### config.mk
export PLATFORM = sky130hd
export DESIGN_NAME = rerun_timer
export DESIGN_NICKNAME = d
export VERILOG_FILES = /design/src/rtl/rrt_pkg.sv /design/src/rtl/rrt_period_bank.sv /design/src/rtl/rrt_sleep_counter.sv /design/src/rtl/rrt_sequencer.sv /design/src/rtl/rerun_timer.sv
export SDC_FILE = /design/constraint.sdc
export NUM_CORES = 1
export LEC_CHECK = 0
export ABC_CLOCK_PERIOD_IN_PS = 4200
export CORE_AREA = 3 3 135 137
export CTS_CLUSTER_SIZE = 8
export DETAILED_ROUTE_END_ITERATION = 10
export DIE_AREA = 0 0 138 140
export PLACE_DENSITY = 0.78
export SETUP_SLACK_MARGIN = 0.4
export SLEW_MARGIN = 20
export SYNTH_ARGS = -nofsm -noshare
export SYNTH_HDL_FRONTEND = slang
export SYNTH_SLANG_ARGS = --single-unit
### constraint.sdc
create_clock -name clk -period 4.2 [get_ports clk]
set_clock_uncertainty 0.2 [all_clocks]
set_input_delay 1.26 -clock clk [delete_from_list [all_inputs] [get_ports clk]]
set_output_delay 1.26 -clock clk [all_outputs]
set_load 0.02 [all_outputs]
### src/rtl/rrt_pkg.sv
package rrt_pkg;
  typedef enum logic [2:0] {
    ST_IDLE  = 3'd0,
    ST_RUN   = 3'd1,
    ST_PREP  = 3'd2,
    ST_COUNT = 3'd3,
    ST_WAKE  = 3'd4
  } rrt_state_e;
endpackage

### src/rtl/rrt_period_bank.sv
module rrt_period_bank #(
  parameter int NUM_PERIODS = 5,
  parameter int PERIOD_W    = 32,
  parameter int CFG_AW      = 3,
  parameter int SEL_IN_W    = 4
) (
  input  logic                clk,
  input  logic                rst,
  input  logic                cfg_we,
  input  logic [CFG_AW-1:0]   cfg_addr,
  input  logic [PERIOD_W-1:0] cfg_wdata,
  input  logic                sel_valid,
  input  logic [SEL_IN_W-1:0] sel_idx,
  output logic [PERIOD_W-1:0] sel_period,
  output logic                en_we,
  output logic                en_val
);
  localparam int SEL_W = (NUM_PERIODS > 1) ? $clog2(NUM_PERIODS) : 1;

  logic [PERIOD_W-1:0] per_q [NUM_PERIODS];
  logic [SEL_W-1:0]    sel_q;
  logic                sel_ok;

  // one register per period slot, written by its own address decode
  generate
    for (genvar i = 0; i < NUM_PERIODS; i++) begin : g_slot
      always_ff @(posedge clk) begin
        if (rst)
          per_q[i] <= '0;
        else if (cfg_we && cfg_addr == CFG_AW'(i))
          per_q[i] <= cfg_wdata;
      end
    end
  endgenerate

  assign sel_ok = sel_valid && (int'(sel_idx) < NUM_PERIODS);

  always_ff @(posedge clk) begin
    if (rst)
      sel_q <= '0;
    else if (sel_ok)
      sel_q <= sel_idx[SEL_W-1:0];
  end

  assign sel_period = per_q[sel_q];
  assign en_we      = cfg_we && (cfg_addr == CFG_AW'(NUM_PERIODS));
  assign en_val     = cfg_wdata[0];

  // an out-of-range select leaves the selection untouched
  assert_sel_keep_R7: assert property (@(posedge clk) disable iff (rst)
    (sel_valid && int'(sel_idx) >= NUM_PERIODS) |=> $stable(sel_q));

  // the selection always names an existing period register
  assert_sel_range_R6: assert property (@(posedge clk) disable iff (rst)
    int'(sel_q) < NUM_PERIODS);
endmodule

### src/rtl/rrt_sleep_counter.sv
module rrt_sleep_counter #(
  parameter int PERIOD_W = 32
) (
  input  logic                clk,
  input  logic                rst,
  input  logic                cnt_en,
  input  logic [PERIOD_W-1:0] period,
  output logic [PERIOD_W-1:0] count,
  output logic                match
);
  // counts only while the sequencer is in its counting state; held at 0 otherwise
  always_ff @(posedge clk) begin
    if (rst || !cnt_en)
      count <= '0;
    else
      count <= count + 1'b1;
  end

  assign match = cnt_en && (count == period);
endmodule

### src/rtl/rrt_sequencer.sv
module rrt_sequencer
  import rrt_pkg::*;
#(
  parameter int ADDR_W   = 11,
  parameter int PREP_CYC = 2,
  parameter int WAKE_CYC = 2
) (
  input  logic              clk,
  input  logic              rst,
  input  logic              run_req,
  input  logic [ADDR_W-1:0] run_addr,
  input  logic              halt,
  input  logic              end_cmd,
  input  logic              en_we,
  input  logic              en_val,
  input  logic              match,
  output logic              cnt_en,
  output rrt_state_e        state,
  output logic              restart_pulse,
  output logic [ADDR_W-1:0] restart_addr,
  output logic              busy
);
  localparam int PH_MAX = (PREP_CYC > WAKE_CYC) ? PREP_CYC : WAKE_CYC;
  localparam int PH_W   = (PH_MAX > 1) ? $clog2(PH_MAX) : 1;

  rrt_state_e        st_q, st_nxt;
  logic [PH_W-1:0]   ph_q, ph_nxt;
  logic              en_q, en_nxt;
  logic [ADDR_W-1:0] start_q;
  logic              fire;

  always_comb begin
    st_nxt = st_q;
    ph_nxt = ph_q;
    en_nxt = en_q;
    fire   = 1'b0;
    if (en_we)
      en_nxt = en_val;
    if (end_cmd)
      en_nxt = 1'b0;
    unique case (st_q)
      ST_IDLE: ;
      ST_RUN: begin
        if (halt) begin
          st_nxt = en_nxt ? ST_PREP : ST_IDLE;
          ph_nxt = '0;
        end
      end
      ST_PREP: begin
        if (!en_nxt)
          st_nxt = ST_IDLE;
        else if (ph_q == PH_W'(PREP_CYC - 1)) begin
          st_nxt = ST_COUNT;
          ph_nxt = '0;
        end else
          ph_nxt = ph_q + 1'b1;
      end
      ST_COUNT: begin
        if (!en_nxt)
          st_nxt = ST_IDLE;
        else if (match) begin
          st_nxt = ST_WAKE;
          ph_nxt = '0;
        end
      end
      ST_WAKE: begin
        if (!en_nxt)
          st_nxt = ST_IDLE;
        else if (ph_q == PH_W'(WAKE_CYC - 1)) begin
          st_nxt = ST_RUN;
          fire   = 1'b1;
        end else
          ph_nxt = ph_q + 1'b1;
      end
      default: st_nxt = ST_IDLE;
    endcase
    // a run command overrides everything: arm and restart immediately
    if (run_req) begin
      en_nxt = 1'b1;
      st_nxt = ST_RUN;
      ph_nxt = '0;
      fire   = 1'b1;
    end
  end

  always_ff @(posedge clk) begin
    if (rst) begin
      st_q          <= ST_IDLE;
      ph_q          <= '0;
      en_q          <= 1'b0;
      start_q       <= '0;
      restart_pulse <= 1'b0;
      restart_addr  <= '0;
      busy          <= 1'b0;
    end else begin
      st_q          <= st_nxt;
      ph_q          <= ph_nxt;
      en_q          <= en_nxt;
      restart_pulse <= fire;
      busy          <= (st_nxt != ST_IDLE);
      if (run_req)
        start_q <= run_addr;
      if (fire)
        restart_addr <= run_req ? run_addr : start_q;
    end
  end

  assign cnt_en = (st_q == ST_COUNT);
  assign state  = st_q;

  // the wake phase is entered only from a counting cycle that matched
  assert_wake_entry_R4: assert property (@(posedge clk) disable iff (rst)
    (st_q == ST_WAKE && $past(st_q) != ST_WAKE) |-> ($past(st_q) == ST_COUNT && $past(match)));

  // a timed restart needs the timer to have been armed
  assert_no_fire_disarmed_R9: assert property (@(posedge clk) disable iff (rst)
    (restart_pulse && !$past(run_req)) |-> $past(en_q));
endmodule

### src/rtl/rerun_timer.sv
module rerun_timer
  import rrt_pkg::*;
#(
  parameter int NUM_PERIODS = 5,
  parameter int PERIOD_W    = 32,
  parameter int ADDR_W      = 11,
  parameter int SEL_IN_W    = 4,
  parameter int PREP_CYC    = 2,
  parameter int WAKE_CYC    = 2,
  parameter int CFG_AW      = $clog2(NUM_PERIODS + 1)
) (
  input  logic                clk,
  input  logic                rst,
  input  logic                cfg_we,
  input  logic [CFG_AW-1:0]   cfg_addr,
  input  logic [PERIOD_W-1:0] cfg_wdata,
  input  logic                run_req,
  input  logic [ADDR_W-1:0]   run_addr,
  input  logic                core_halt,
  input  logic                sel_valid,
  input  logic [SEL_IN_W-1:0] sel_idx,
  input  logic                end_cmd,
  output logic                restart_pulse,
  output logic [ADDR_W-1:0]   restart_addr,
  output logic                busy
);
  logic [PERIOD_W-1:0] sel_period;
  logic [PERIOD_W-1:0] count;
  logic                en_we, en_val, cnt_en, match;
  rrt_state_e          state;

  rrt_period_bank #(
    .NUM_PERIODS(NUM_PERIODS), .PERIOD_W(PERIOD_W),
    .CFG_AW(CFG_AW), .SEL_IN_W(SEL_IN_W)
  ) u_bank (
    .clk(clk), .rst(rst), .cfg_we(cfg_we), .cfg_addr(cfg_addr),
    .cfg_wdata(cfg_wdata), .sel_valid(sel_valid), .sel_idx(sel_idx),
    .sel_period(sel_period), .en_we(en_we), .en_val(en_val)
  );

  rrt_sleep_counter #(.PERIOD_W(PERIOD_W)) u_cnt (
    .clk(clk), .rst(rst), .cnt_en(cnt_en), .period(sel_period),
    .count(count), .match(match)
  );

  rrt_sequencer #(
    .ADDR_W(ADDR_W), .PREP_CYC(PREP_CYC), .WAKE_CYC(WAKE_CYC)
  ) u_seq (
    .clk(clk), .rst(rst), .run_req(run_req), .run_addr(run_addr),
    .halt(core_halt), .end_cmd(end_cmd), .en_we(en_we), .en_val(en_val),
    .match(match), .cnt_en(cnt_en), .state(state),
    .restart_pulse(restart_pulse), .restart_addr(restart_addr), .busy(busy)
  );

  // every restart strobe comes with busy asserted
  assert_pulse_busy_R3: assert property (@(posedge clk) disable iff (rst)
    restart_pulse |-> busy);

  // each wait starts counting from zero
  assert_cnt_clear_R4: assert property (@(posedge clk) disable iff (rst)
    $rose(state == ST_COUNT) |-> (count == '0));
endmodule

Word-level counts from Yosys, hierarchy flattened. Memory sizes are Yosys's and may differ from the RTL's. A register that Yosys moved wholly into a read port is not among the register bits. Index checks and enable logic that the tools add are counted.

Register bits: 64. RAM bits: 160. Input bits: 57. Output and inout bits: 13. Memories: 1.

Add/subtract/negate cells: 2. Magnitude comparators: 1. Eq/ne operators: 15. Mux-type cells: 50. Bitwise gates (word level): 5. Reduce and logical (&&, ||, !) cells: 16.

Memories: u_bank.per_q (words 5, bits a word 32, rd ports 1, clocked after memory_dff 1, write ports 5, RTL line rrt_period_bank.sv:20) `logic [PERIOD_W-1:0] per_q [NUM_PERIODS];`.

Operators with widths (number): $mux W32 (5); $add A32 B1 Y32 const B (1); $eq A32 B32 Y1 (1); $mux W1 (31); $mux W3 (10); $pmux W3 S5 (1); $eq A3 B2 Y1 const B (4); $mux W11 (1); $eq A3 B3 Y1 const B (3); $logic_and A1 B1 Y1 (8); $eq A3 B1 Y1 const B (2); $logic_not A3 Y1 (2); $ne A2 B1 Y1 const B (3); $reduce_and A6 Y1 (1); $or A1 B1 Y1 (5); $lt A4 B3 Y1 const B (1); $ne A2 B2 Y1 const B (2); $pmux W1 S4 (1); $reduce_bool A4 Y1 (1); $reduce_bool A3 Y1 (1); $mux W2 (1); $reduce_or A2 Y1 (1); $add A1 B1 Y1 const B (1); $logic_not A1 Y1 (1); $logic_or A1 B1 Y1 (1).

Longest topological paths before layout. Gate-level depths: netlist of the first run.

Depth in word-level cells: 9. Depth in mapped cells: 9.

By module. Synthesis of the first run repeated with hierarchy kept, for this count alone.

Cell total of the unflattened synthesis: 887. Area, all modules: 10550.1 µm².

By module, submodules not included: rrt_period_bank (times used 1, cells an instance 556, area each 7557.2 µm²); rrt_sleep_counter (times used 1, cells an instance 221, area each 1855.5 µm²); rrt_sequencer (times used 1, cells an instance 110, area each 1137.3 µm²).

Worst setup path after synthesis of the first run. OpenSTA, ideal clock, no wires.

Kind: input-to-reg. Start: input rst. End: memory u_bank.per_q[0][0] (enable). Library setup time: 0.388 ns. Arrival time: 2.515 ns. Required time: 3.612 ns. Setup slack: 1.097 ns. Stages on the path: 3. Cell sequence: clkbuf_1 -> clkbuf_1 -> a21o_1.

RTL lines: start, declared (RTL line rerun_timer.sv:13) `input logic rst,`; end, declared (RTL line rrt_period_bank.sv:20).

Worst setup path in the final report of the first run.
Start: input cfg_addr[1]. End: register u_seq.st_q[1] (netlist: u_seq.state[1]).

Word-level cells in the longest chain between the ends: 8.

RTL lines: start, declared (RTL line rerun_timer.sv:15) `input logic [CFG_AW-1:0] cfg_addr,`; $eq A3 B3 Y1 * (RTL line rrt_period_bank.sv:46) `assign en_we = cfg_we && (cfg_addr == CFG_AW'(NUM_PERIODS));`; $logic_and A1 B1 Y1 * (RTL line rrt_period_bank.sv:46); $mux W1 * (RTL line rrt_sequencer.sv:37) `if (en_we)`; $mux W1 * (RTL line rrt_sequencer.sv:39) `if (end_cmd)`; $mux W2 (RTL line rrt_sequencer.sv:45) `st_nxt = en_nxt ? ST_PREP : ST_IDLE;`; $mux W3 (RTL line rrt_sequencer.sv:44) `if (halt) begin`; $pmux W3 S5 * (RTL line rrt_sequencer.sv:41) `unique case (st_q)`; $mux W3 * (RTL line rrt_sequencer.sv:78) `if (run_req) begin`; end signal, assigned (RTL line rrt_sequencer.sv:96) `st_q <= st_nxt;`; end, declared (RTL line rrt_sequencer.sv:26) `rrt_state_e st_q, st_nxt;`.

Every way passes the cells marked *; elsewhere a longest branch is shown, timed or not. A chain may end at the register's enable or synchronous reset.

==> run_results.csv, run 1 <==
group,metric,value,unit
timing,setup_viol,0,
synth,synth-edff-count,160,
die,die_outline_area,19300,µm²
synth,synth_seq_area_share,61.1,%
global_routing,first_pass_grt_wire_length,36.1,mm
cells_and_area,fillCellCount,1174,
drt,route.detailed.vias_per_inst,5.75,
drt,postRouteAntennaNets,0,
cells_and_area,drive_gt1_share,11.8,%
global_routing,vias_in_the_first_global_route,6903,
synth,mappedNetlistArea,10100,µm²
synth,syn_area_per_cell,13.2,µm²
synth,synthesis.yosys.warnings,0,
drt,finalWirelength,22.4,mm
cells_and_area,finish.net_count,895,
critical_path,crit_path_max_fanout,8,
critical_path,setup.worst_path.start_class,"input port",
die,design.core.area,17200,µm²
synth,synth_cell_types,45,
clocking,clock_tree_root_driver_cell,"sky130_fd_sc_hd__clkbuf_16",
timing,fin_crit_sh,77.1,%
clocking,number_of_buffers_created_by_cts,34,
cells_and_area,mostFrequentLayoutCells,"sky130_fd_sc_hd__and2_1, sky130_fd_sc_hd__edfxtp_1, sky130_fd_sc_hd__clkdlybuf4s50_1",
drt,number_of_drc_markers_in_iteration_0,525,
clocking,cts_htree_levels,2,
timing,fin_crit,3.24,ns
timing,post_route_hold_slack,0.286,ns
status,run_status,"completed",
die,die_height,140,µm
critical_path,timing.critical_path.to_type,"register",
timing,rsz0062_at_grt,"no",
global_routing,antenna_found_initial,0,
clocking,post-cts-setup-buffers,0,
critical_path,worstPathRequired,4.41,ns
cells_and_area,sequential_cell_area,6150,µm²
timing,worst_slew_pin_slew,0.980,ns
cells_and_area,mostFrequentLayoutCell,"sky130_fd_sc_hd__and2_1",
min_path,hold_path.class,"reg -> reg",
drt,route.vias.total,6259,
global_routing,gr-total-overflow,0,
synth,ys_seq_elements,227,
drt,remaining_drc_errors,0,
flow_run,max_cap_viol_count,0,
cells_and_area,combined_area_of_the_multi_input_logic_cells,3700,µm²
power,ir_worst_vdd,272,µV
synth,synth_nets,818,
clocking,reg_clk_slew_reported_paths,0.05,ns
die,initial_cell_density_of_the_core,58.6,%
power,power_leakage,4.14,nW
synth,synth-async-reset-ratio,0,%
drt,mean_routed_wirelength_per_cell,20.6,µm
placement,place.detailed.hpwl,13.3,mm
clocking,cts_tree,"yes",
die,floorplan_die_width,138,µm
clocking,postCtsHoldBufs,0,
clocking,numClockSinks,227,
timing,final_max_slew_viol_count,0,
cells_and_area,area_growth_syn_to_layout,19.9,%
placement,numPortBuffers,69,
synth,netlist_instances,760,
synth,dominantRegCellSynth,"sky130_fd_sc_hd__edfxtp_1",
die,design.portCount,70,
timing,finalSetupTns,0,ns
timing,clock.fmax,0.309,GHz
timing,timing_hold_violations_final,0,
critical_path,critPathArrivalTime,3.45,ns
drt,drtPass1Iterations,5,
clocking,number_of_buffers_between_clock_root_and_the_deepest_sink,3,
global_routing,global_route.usage.total,23.7,%
global_routing,grt_max_degree,34,
die,core.rowCount,48,
critical_path,worst_setup_path_class,"in -> reg",
clocking,cts.repair.resized,0,
clocking,worst_skew_late_latency,0.49,ns
cells_and_area,antenna-diode-count,0,
power,power.density_cell_area,456,nW/µm²
placement,gp_congestion,0.870,
timing,worst_slew_margin_rel,34.7,%
[flip-flops by register name, summed over array words and instances, names as in the netlist, named ones only]
| signal | count |
|---|---|
| u_seq.restart_addr | 11 |
| u_cnt.count | 32 |
| u_bank.per_q | 160 |
| u_seq.state | 3 |
| u_seq.ph_q | 1 |
| u_seq.en_q | 1 |
| u_seq.start_q | 11 |
| u_seq.restart_pulse | 1 |
| u_seq.busy | 1 |
| u_bank.sel_q | 3 |
[critical path: stages]
cell and delay (ns):
sky130_fd_sc_hd__clkdlybuf4s50_1 0.54, sky130_fd_sc_hd__nand4b_1 0.25, sky130_fd_sc_hd__mux2i_1 0.15, sky130_fd_sc_hd__nor2_1 0.38
sky130_fd_sc_hd__and3_1 0.28, sky130_fd_sc_hd__or3b_2 0.45, sky130_fd_sc_hd__a31oi_1 0.14
[path summary, 6_finish.rpt]
path / startpoint / endpoint / slack (ns) / depth (start not counted)
worst max-delay path: cfg_addr[1] / u_seq.state[1] / 0.96 / 7
worst min-delay path: u_cnt.count[0] / u_cnt.count[0] / 0.29 / 1
worst max register to register: register / u_seq.state[0] / 1.12 / 7
worst min register to register: u_cnt.count[0] / u_cnt.count[0] / 0.29 / 1
[power breakdown]
part,internal [mW],total (mW),switching [mW]
Sequential,2.52,2.56,0.0415
Clock,1.62,2.55,0.923
Combinational,0.192,0.391,0.200
Total,4.34,5.50,1.16
[logic make-up after synthesis]
kind of cell             share of synthesized area (%)
AND/OR/NAND/NOR                                   16.9
flip-flops                                        61.1
multiplexers                                      11.8
XOR/XNOR                                          4.96
buffers and inverters                             2.28
AO/OA/AOI/OAI                                     2.77
adder cells (fa/ha/maj)                          0.124
[per-layer routing]
layer	GRT usage [%]	wire, µm	part of all wire [%]
met4	7.80	613	2.7
met1	28.9	8920	40
met3	4.98	1610	7.2
met5	0	0	0
met2	42.4	11300	50
[cell usage after synthesis, drive strengths merged, types with 2 or more instances]
| cell | instances | area share (%) |
|---|---|---|
| nor2b | 3 | 0.21 |
| and4 | 2 | 0.17 |
| nand2b | 2 | 0.12 |
| buf | 14 | 0.93 |
| xor2 | 19 | 1.7 |
| xnor2 | 38 | 3.3 |
| a21oi | 8 | 0.40 |
| and2 | 162 | 10 |
| edfxtp | 160 | 48 |
| nand3 | 12 | 0.60 |
| mux2i | 47 | 4.7 |
| a31o | 4 | 0.35 |
| dfxtp | 67 | 13 |
| nand4 | 9 | 0.56 |
| nand3b | 3 | 0.22 |
| clkbuf | 31 | 1.2 |
| nand2 | 14 | 0.52 |
| nor4 | 8 | 0.50 |
| nor2 | 65 | 2.4 |
| a211oi | 11 | 0.82 |
| and3 | 3 | 0.19 |
| or3 | 7 | 0.44 |
| inv | 5 | 0.19 |
| nor3 | 8 | 0.40 |
| or2 | 2 | 0.12 |
| mux4 | 32 | 7.2 |
| o21ai | 11 | 0.55 |
[per-stage QoR]
| step | setup WS [ns] | power, mW | cell area (µm²) | cells | utilization (%) |
|---|---|---|---|---|---|
| after floorplan | 1.10 | 2.81 | 10100 | 760 | - |
| after detailed placement | 0.511 | 3.00 | 11000 | 1026 | 64.2 |
| after global placement | 0.593 | 2.98 | 11000 | 1026 | 64.2 |
| after global routing | 0.786 | 5.67 | 12100 | 1088 | 70.2 |
| final | 0.961 | 5.50 | 12100 | 1088 | 70.2 |
| after CTS | 0.993 | 5.54 | 12100 | 1088 | 70.2 |
[area by class of cell]
class	count	share of cell area, %
clock buffers	61	8.43
clock inverters	1	0.0519
multi-input cells	483	30.7
well taps	225	2.34
flip-flops and latches	227	51.0
repair buffers	86	7.31
inverters	5	0.156
No activity file was read; power rests on OpenSTA's default activity.
==> inputs of run 2 (changes only) <==
--- a/config.mk
+++ b/config.mk
@@ -5,7 +5,7 @@
 export SDC_FILE = /design/constraint.sdc
 export NUM_CORES = 1
 export LEC_CHECK = 0
-export ABC_CLOCK_PERIOD_IN_PS = 4200
+export ABC_CLOCK_PERIOD_IN_PS = 3200
 export CORE_AREA = 3 3 135 137
 export CTS_CLUSTER_SIZE = 8
 export DETAILED_ROUTE_END_ITERATION = 10
==> constraint.sdc (replaced) <==
create_clock -name clk -period 3.2 [get_ports clk]
set_clock_uncertainty 0.2 [all_clocks]
set_input_delay 0.96 -clock clk [delete_from_list [all_inputs] [get_ports clk]]
set_output_delay 0.96 -clock clk [all_outputs]
set_load 0.02 [all_outputs]
==> run 2 against run 1 <==
Register-to-register slack lost 0.63 ns. Worst setup slack lost 0.48 ns. Highest routed layer unchanged. Core utilization grew 2.4 points. Via count grew 2.4%. Routed wire length grew 5.3%. Largest power group unchanged. Worst hold slack gained 0.0054 ns. Critical path type unchanged. Global-route usage grew 0.23 points. Sequential share of layout area shrank 1.7 points. Final cell count grew 1.5%.
==> run_results.csv, run 2 (synthesis gave the netlist of run 1 again) <==
group,metric,value,unit
timing,finalWorstSetupSlack,0.483,ns
timing,clock.fmax,0.368,GHz
timing,rsz0062_at_grt,"no",
timing,fin_crit,2.72,ns
critical_path,worst_setup_path_class,"in -> reg",
power,power_leakage,4.30,nW
clocking,number_of_buffers_between_clock_root_and_the_deepest_sink,3,
critical_path,cp.buffers_inverters,1,
global_routing,vias_in_the_first_global_route,6821,
timing,fin_crit_sh,84.9,%
placement,gp_congestion,0.861,
placement,place.detailed.hpwl,13.2,mm
timing,finalSetupTns,0,ns
flow_run,max_cap_viol_count,0,
cells_and_area,finish.cell_count_without_fillers,1104,
global_routing,gr-total-overflow,0,
placement,number_of_placed_cells_counting_well_taps,1034,
cells_and_area,area_growth_syn_to_layout,23.9,%
clocking,worst_skew_late_latency,0.50,ns
critical_path,worst_setup_path_startpoint,"cfg_addr[2]",
timing,setup_viol,0,
timing,timing_hold_violations_final,0,
clocking,reg_clk_slew_reported_paths,0.05,ns
clocking,cts_htree_levels,2,
clocking,clock_tree_root_driver_cell,"sky130_fd_sc_hd__clkbuf_16",
cells_and_area,mostFrequentLayoutCells,"sky130_fd_sc_hd__and2_1, sky130_fd_sc_hd__edfxtp_1, sky130_fd_sc_hd__clkdlybuf4s50_1",
critical_path,path_delay_family,"simple AND/OR/NAND/NOR gates",
drt,route.detailed.vias_per_inst,5.80,
die,initial_cell_density_of_the_core,58.6,%
clocking,cts_tree,"yes",
clocking,numClockSinks,227,
die,design.core.area,17200,µm²
cells_and_area,largest_register,"u_bank.per_q",
timing,worst_slew_margin_rel,73.7,%
cells_and_area,fillCellCount,1103,
cells_and_area,largestRegisters,"u_bank.per_q x160, u_cnt.count x32",
critical_path,worstPathRequired,3.41,ns
die,design.portCount,70,
timing,final_max_slew_viol_count,0,
cells_and_area,largest_register_ff_count,160,
power,ir_worst_vdd,395,µV
die,floorplan_die_width,138,µm
drt,number_of_drc_markers_in_iteration_0,590,
clocking,postCtsHoldBufs,0,
min_path,hold_path.startpoint,"u_seq.start_q[1]",
die,core.rowCount,48,
critical_path,setup.worst_path.start_class,"input port",
critical_path,timing.critical_path.to_type,"register",
cells_and_area,antenna-diode-count,0,
drt,finalWirelength,23.6,mm
global_routing,antenna_found_initial,0,
critical_path,critical-path-slowest-cell,"sky130_fd_sc_hd__clkdlybuf4s50_1",
critical_path,cp_cell_sequence,"clkdlybuf4s50_1, nand4b_1, mux2i_1, nor2_1, and3_1, or3b_2, a31oi_1",
critical_path,critPathMaxStageDelay,0.54,ns
power,power.density_cell_area,578,nW/µm²
global_routing,grt_max_degree,33,
cells_and_area,drive_gt1_share,16.2,%
global_routing,global_route.usage.total,24.0,%
critical_path,r2r_setup_slack,0.49,ns
cells_and_area,finish.net_count,912,
drt,postRouteAntennaNets,0,
die,die_outline_area,19300,µm²
clocking,number_of_buffers_created_by_cts,34,
min_path,hold_path.class,"reg -> reg",
critical_path,crit_path_max_fanout,4,
placement,dp_worst_setup_slack,0.0270,ns
drt,drtPass1Iterations,5,
drt,remaining_drc_errors,0,
placement,numPortBuffers,69,
drt,mean_routed_wirelength_per_cell,21.4,µm
global_routing,first_pass_grt_wire_length,36.3,mm
critical_path,critPathArrivalTime,2.92,ns
status,run_status,"completed",
drt,route.vias.total,6408,
die,die_height,140,µm
timing,worst_slew_pin_slew,0.394,ns
cells_and_area,mostFrequentLayoutCell,"sky130_fd_sc_hd__and2_1",
## run 2: timing repair
item,in CTS,in global routing
buffers inserted,1,6
pin swaps,2,12
hold endpoints to repair,0,0
gates resized for setup,7,30
cloned,0,2
setup endpoints to repair,4,4
## run 2: path summary, 6_finish.rpt
check                     end  cells after the start
min          u_seq.start_q[1]                      2
max            u_seq.state[1]                      7
min reg2reg  u_seq.start_q[1]                      2
max reg2reg    u_seq.state[2]                      9
## run 2: per-stage QoR
stage	util (%)	total power, mW	area (µm²)	hold WS (ns)
2_1_floorplan	-	3.69	10100	0.252
3_3_place_gp	65.2	3.93	11200	0.270
3_5_place_dp	65.2	3.95	11200	0.278
4_1_cts	71.1	7.20	12200	0.290
5_1_grt	72.6	7.43	12500	0.322
6_report	72.6	7.21	12500	0.291
## run 2: metal layers
layer	GRT usage (%)	routed length (µm)
met1	29.7	9120
met2	41.5	12200
met3	5.50	1750
met4	8.74	604
met5	0	0
## run 2: area by class of cell
class | count | area [µm²] | share of cell area (%)
Sequential cell | 227 | 6150 | 49.3
Clock inverter | 2 | 15.0 | 0.120
Inverter | 5 | 18.8 | 0.151
Clock buffer | 59 | 966 | 7.75
Tap cell | 225 | 282 | 2.26
Multi-Input combinational cell | 483 | 3860 | 30.9
Timing Repair Buffer | 103 | 1180 | 9.44
## run 2: worst register-to-register path, cell delays in order (launching register included)
cell                      delay, ns
sky130_fd_sc_hd__dfxtp_4       0.42
sky130_fd_sc_hd__buf_12        0.16
sky130_fd_sc_hd__mux4_2        0.52
sky130_fd_sc_hd__mux2i_2       0.21
sky130_fd_sc_hd__xnor2_1       0.12
sky130_fd_sc_hd__nor4_2        0.38
sky130_fd_sc_hd__nand4_1       0.14
sky130_fd_sc_hd__buf_4         0.18
sky130_fd_sc_hd__nor3_4        0.17
sky130_fd_sc_hd__o21a_1        0.15
## run 2: power breakdown
| part | internal, mW | switching (mW) | leakage, nW |
|---|---|---|---|
| clock | 2.03 | 1.22 | 0.469 |
| sequential | 3.31 | 0.0548 | 2.09 |
| combinational | 0.293 | 0.295 | 1.74 |
| total | 5.64 | 1.57 | 4.30 |
==> inputs of run 3 (changes only) <==
--- a/config.mk
+++ b/config.mk
@@ -5,12 +5,12 @@
 export SDC_FILE = /design/constraint.sdc
 export NUM_CORES = 1
 export LEC_CHECK = 0
-export ABC_CLOCK_PERIOD_IN_PS = 3200
-export CORE_AREA = 3 3 135 137
+export ABC_CLOCK_PERIOD_IN_PS = 2400
+export CORE_AREA = 3 3 142 144
 export CTS_CLUSTER_SIZE = 8
 export DETAILED_ROUTE_END_ITERATION = 10
-export DIE_AREA = 0 0 138 140
-export PLACE_DENSITY = 0.78
+export DIE_AREA = 0 0 145 147
+export PLACE_DENSITY = 0.74
 export SETUP_SLACK_MARGIN = 0.4
 export SLEW_MARGIN = 20
 export SYNTH_ARGS = -nofsm -noshare
==> constraint.sdc (replaced) <==
create_clock -name clk -period 2.4 [get_ports clk]
set_clock_uncertainty 0.2 [all_clocks]
set_input_delay 0.72 -clock clk [delete_from_list [all_inputs] [get_ports clk]]
set_output_delay 0.72 -clock clk [all_outputs]
set_load 0.02 [all_outputs]
==> run 3 against run 2 <==
The run now ends with negative setup slack left. Final area is 5.3% higher. Combinational power is 47% higher. Flip-flop and latch count stayed put. First-iteration DRC count is 1.4% lower. Clock power is 38% higher. Global-route usage is 1.3 points lower. Clock-buffer cell count is 1 higher. Final cell count is 7.3% higher.
==> run_results.csv, run 3 (synthesis gave the netlist of run 1 again) <==
group,metric,value,unit
power,ir_worst_vdd,632,µV
placement,gp_congestion,0.816,
clocking,numClockSinks,227,
clocking,number_of_buffers_created_by_cts,34,
global_routing,grt_util_met2,39.5,%
timing,finalWorstSetupSlack,-0.363,ns
cells_and_area,antenna-diode-count,0,
power,power.share.switching,21.8,%
global_routing,gr-total-overflow,0,
min_path,hold_path.class,"reg -> reg",
global_routing,first_pass_grt_wire_length,37.7,mm
clocking,reg_clk_slew_reported_paths,0.05,ns
status,run_status,"finished with violations",
timing,fin_crit_sh,115,%
cells_and_area,design_area,13100,µm²
timing,worst_slew_margin_rel,74.5,%
critical_path,critPathArrivalTime,2.92,ns
placement,numPortBuffers,69,
power,clockPowerShare,45.6,%
status,violations_in_the_final_reports,"negative setup slack",
die,design.portCount,70,
timing,setup_viol,4,
timing,rsz0062_at_grt,"yes",
power,p_seq_share,45.6,%
clocking,cts_htree_levels,2,
die,design.core.area,18800,µm²
timing,worst_slew_pin_slew,0.382,ns
placement,number_of_placed_cells_counting_well_taps,1099,
drt,remaining_drc_errors,0,
timing,timing_hold_violations_final,0,
critical_path,worstPathRequired,2.55,ns
global_routing,antenna_found_initial,0,
cells_and_area,largest_register,"u_bank.per_q",
flow_run,max_cap_viol_count,0,
cells_and_area,largestRegisters,"u_bank.per_q x160, u_cnt.count x32",
global_routing,met1_usage,29.4,%
power,cell_internal_pwr,7.67,mW
critical_path,crit_path_max_fanout,6,
power,comb_power_share,8.8,%
cells_and_area,finish.net_count,958,
global_routing,groute.layer.met3.usage,3.42,%
cells_and_area,drive_gt1_share,25.2,%
cells_and_area,area_growth_syn_to_layout,30.5,%
global_routing,vias_in_the_first_global_route,6980,
cells_and_area,mostFrequentLayoutCells,"sky130_fd_sc_hd__and2_1, sky130_fd_sc_hd__edfxtp_1, sky130_fd_sc_hd__nor2_1",
drt,number_of_drc_markers_in_iteration_0,582,
placement,place.detailed.hpwl,15.0,mm
critical_path,timing.critical_path.to_type,"register",
drt,drtPass1Iterations,5,
timing,finalSetupTns,-1.27,ns
global_routing,grt_max_degree,33,
power,totalPowerFinal,9.81,mW
drt,mean_routed_wirelength_per_cell,21.2,µm
global_routing,grt_most_used_layer,"met2",
drt,route.detailed.vias_per_inst,5.63,
clocking,postCtsHoldBufs,0,
critical_path,worst_setup_path_class,"reg -> reg",
timing,clock.fmax,0.362,GHz
die,initial_cell_density_of_the_core,53.4,%
drt,postRouteAntennaNets,0,
die,die_outline_area,21300,µm²
timing,final_max_slew_viol_count,0,
clocking,cts_tree,"yes",
cells_and_area,final_core_utilization,69.7,%
cells_and_area,finish.cell_count_without_fillers,1185,
timing,fin_crit,2.76,ns
clocking,number_of_buffers_between_clock_root_and_the_deepest_sink,3,
cells_and_area,mostFrequentLayoutCell,"sky130_fd_sc_hd__and2_1",
cells_and_area,largest_register_ff_count,160,
global_routing,global_route.usage.total,22.6,%
power,power.density_cell_area,748,nW/µm²
clocking,clock_tree_root_driver_cell,"sky130_fd_sc_hd__clkbuf_16",
die,core.rowCount,50,
cells_and_area,fillCellCount,1243,
power,p_sw,2.14,mW
die,die_height,147,µm
drt,route.vias.total,6668,
die,floorplan_die_width,145,µm
placement,placed_area,11600,µm²
drt,finalWirelength,25.1,mm
power,power_leakage,4.63,nW
clocking,worst_skew_late_latency,0.49,ns
critical_path,setup.worst_path.start_class,"register",
## run 3: metal layers
| metal | vias to the layer above | routed length (µm) |
|---|---|---|
| met5 | - | 0 |
| met4 | 0 | 452 |
| met3 | 40 | 1460 |
| met2 | 258 | 13100 |
| met1 | 3352 | 10100 |
| li1 | 3018 | - |
## run 3: final timing paths
check | cells past startpoint | startpoint | to | slack, ns
worst max register to register | 10 | register | u_seq.state[1] | -0.36
worst min-delay path | 2 | u_cnt.count[12] | u_cnt.count[12] | 0.31
worst min register to register | 2 | u_cnt.count[12] | u_cnt.count[12] | 0.31
worst max-delay path | 10 | register | u_seq.state[1] | -0.36
## run 3: cell type report
cell class / instances / area [µm²] / area share (%)
Clock buffer: 60 / 1010 / 7.71
Clock inverter: 1 / 7.51 / 0.0572
Sequential cell: 227 / 6200 / 47.2
Timing Repair Buffer: 149 / 1600 / 12.2
Multi-Input combinational cell: 483 / 3960 / 30.2
Tap cell: 260 / 325 / 2.48
Inverter: 5 / 18.8 / 0.143
## run 3: worst max-delay path, stage by stage (launching register included)
cell,delay (ns)
sky130_fd_sc_hd__dfxtp_4,0.41
sky130_fd_sc_hd__buf_12,0.12
sky130_fd_sc_hd__buf_16,0.13
sky130_fd_sc_hd__mux4_2,0.53
sky130_fd_sc_hd__mux2i_4,0.19
sky130_fd_sc_hd__xnor2_2,0.10
sky130_fd_sc_hd__nor4_4,0.33
sky130_fd_sc_hd__buf_4,0.17
sky130_fd_sc_hd__nand4_1,0.15
sky130_fd_sc_hd__nor2_2,0.20
sky130_fd_sc_hd__a31oi_1,0.11
## run 3: power by group through the flow
stage,logic [mW],registers [mW],clock network [mW]
after floorplan,0.401,4.54,0
after global placement,0.779,4.54,0
after detailed placement,0.795,4.56,0
after CTS,0.840,4.48,4.50
after global routing,0.915,4.49,4.70
final,0.863,4.48,4.47
## run 3: what timing repair did
item	CTS	global route
pin swaps	17	22
setup buffers	8	13
cloned	3	1
resized for setup	93	34
endpoints found under the setup margin	236	110
## run 3: per-stage QoR
| step | hold slack [ns] | worst slack (ns) |
|---|---|---|
| 2_1_floorplan | 0.239 | 0.142 |
| 3_3_place_gp | 0.253 | -0.378 |
| 3_5_place_dp | 0.271 | -0.416 |
| 4_1_cts | 0.280 | -0.287 |
| 5_1_grt | 0.343 | -0.426 |
| 6_report | 0.308 | -0.363 |
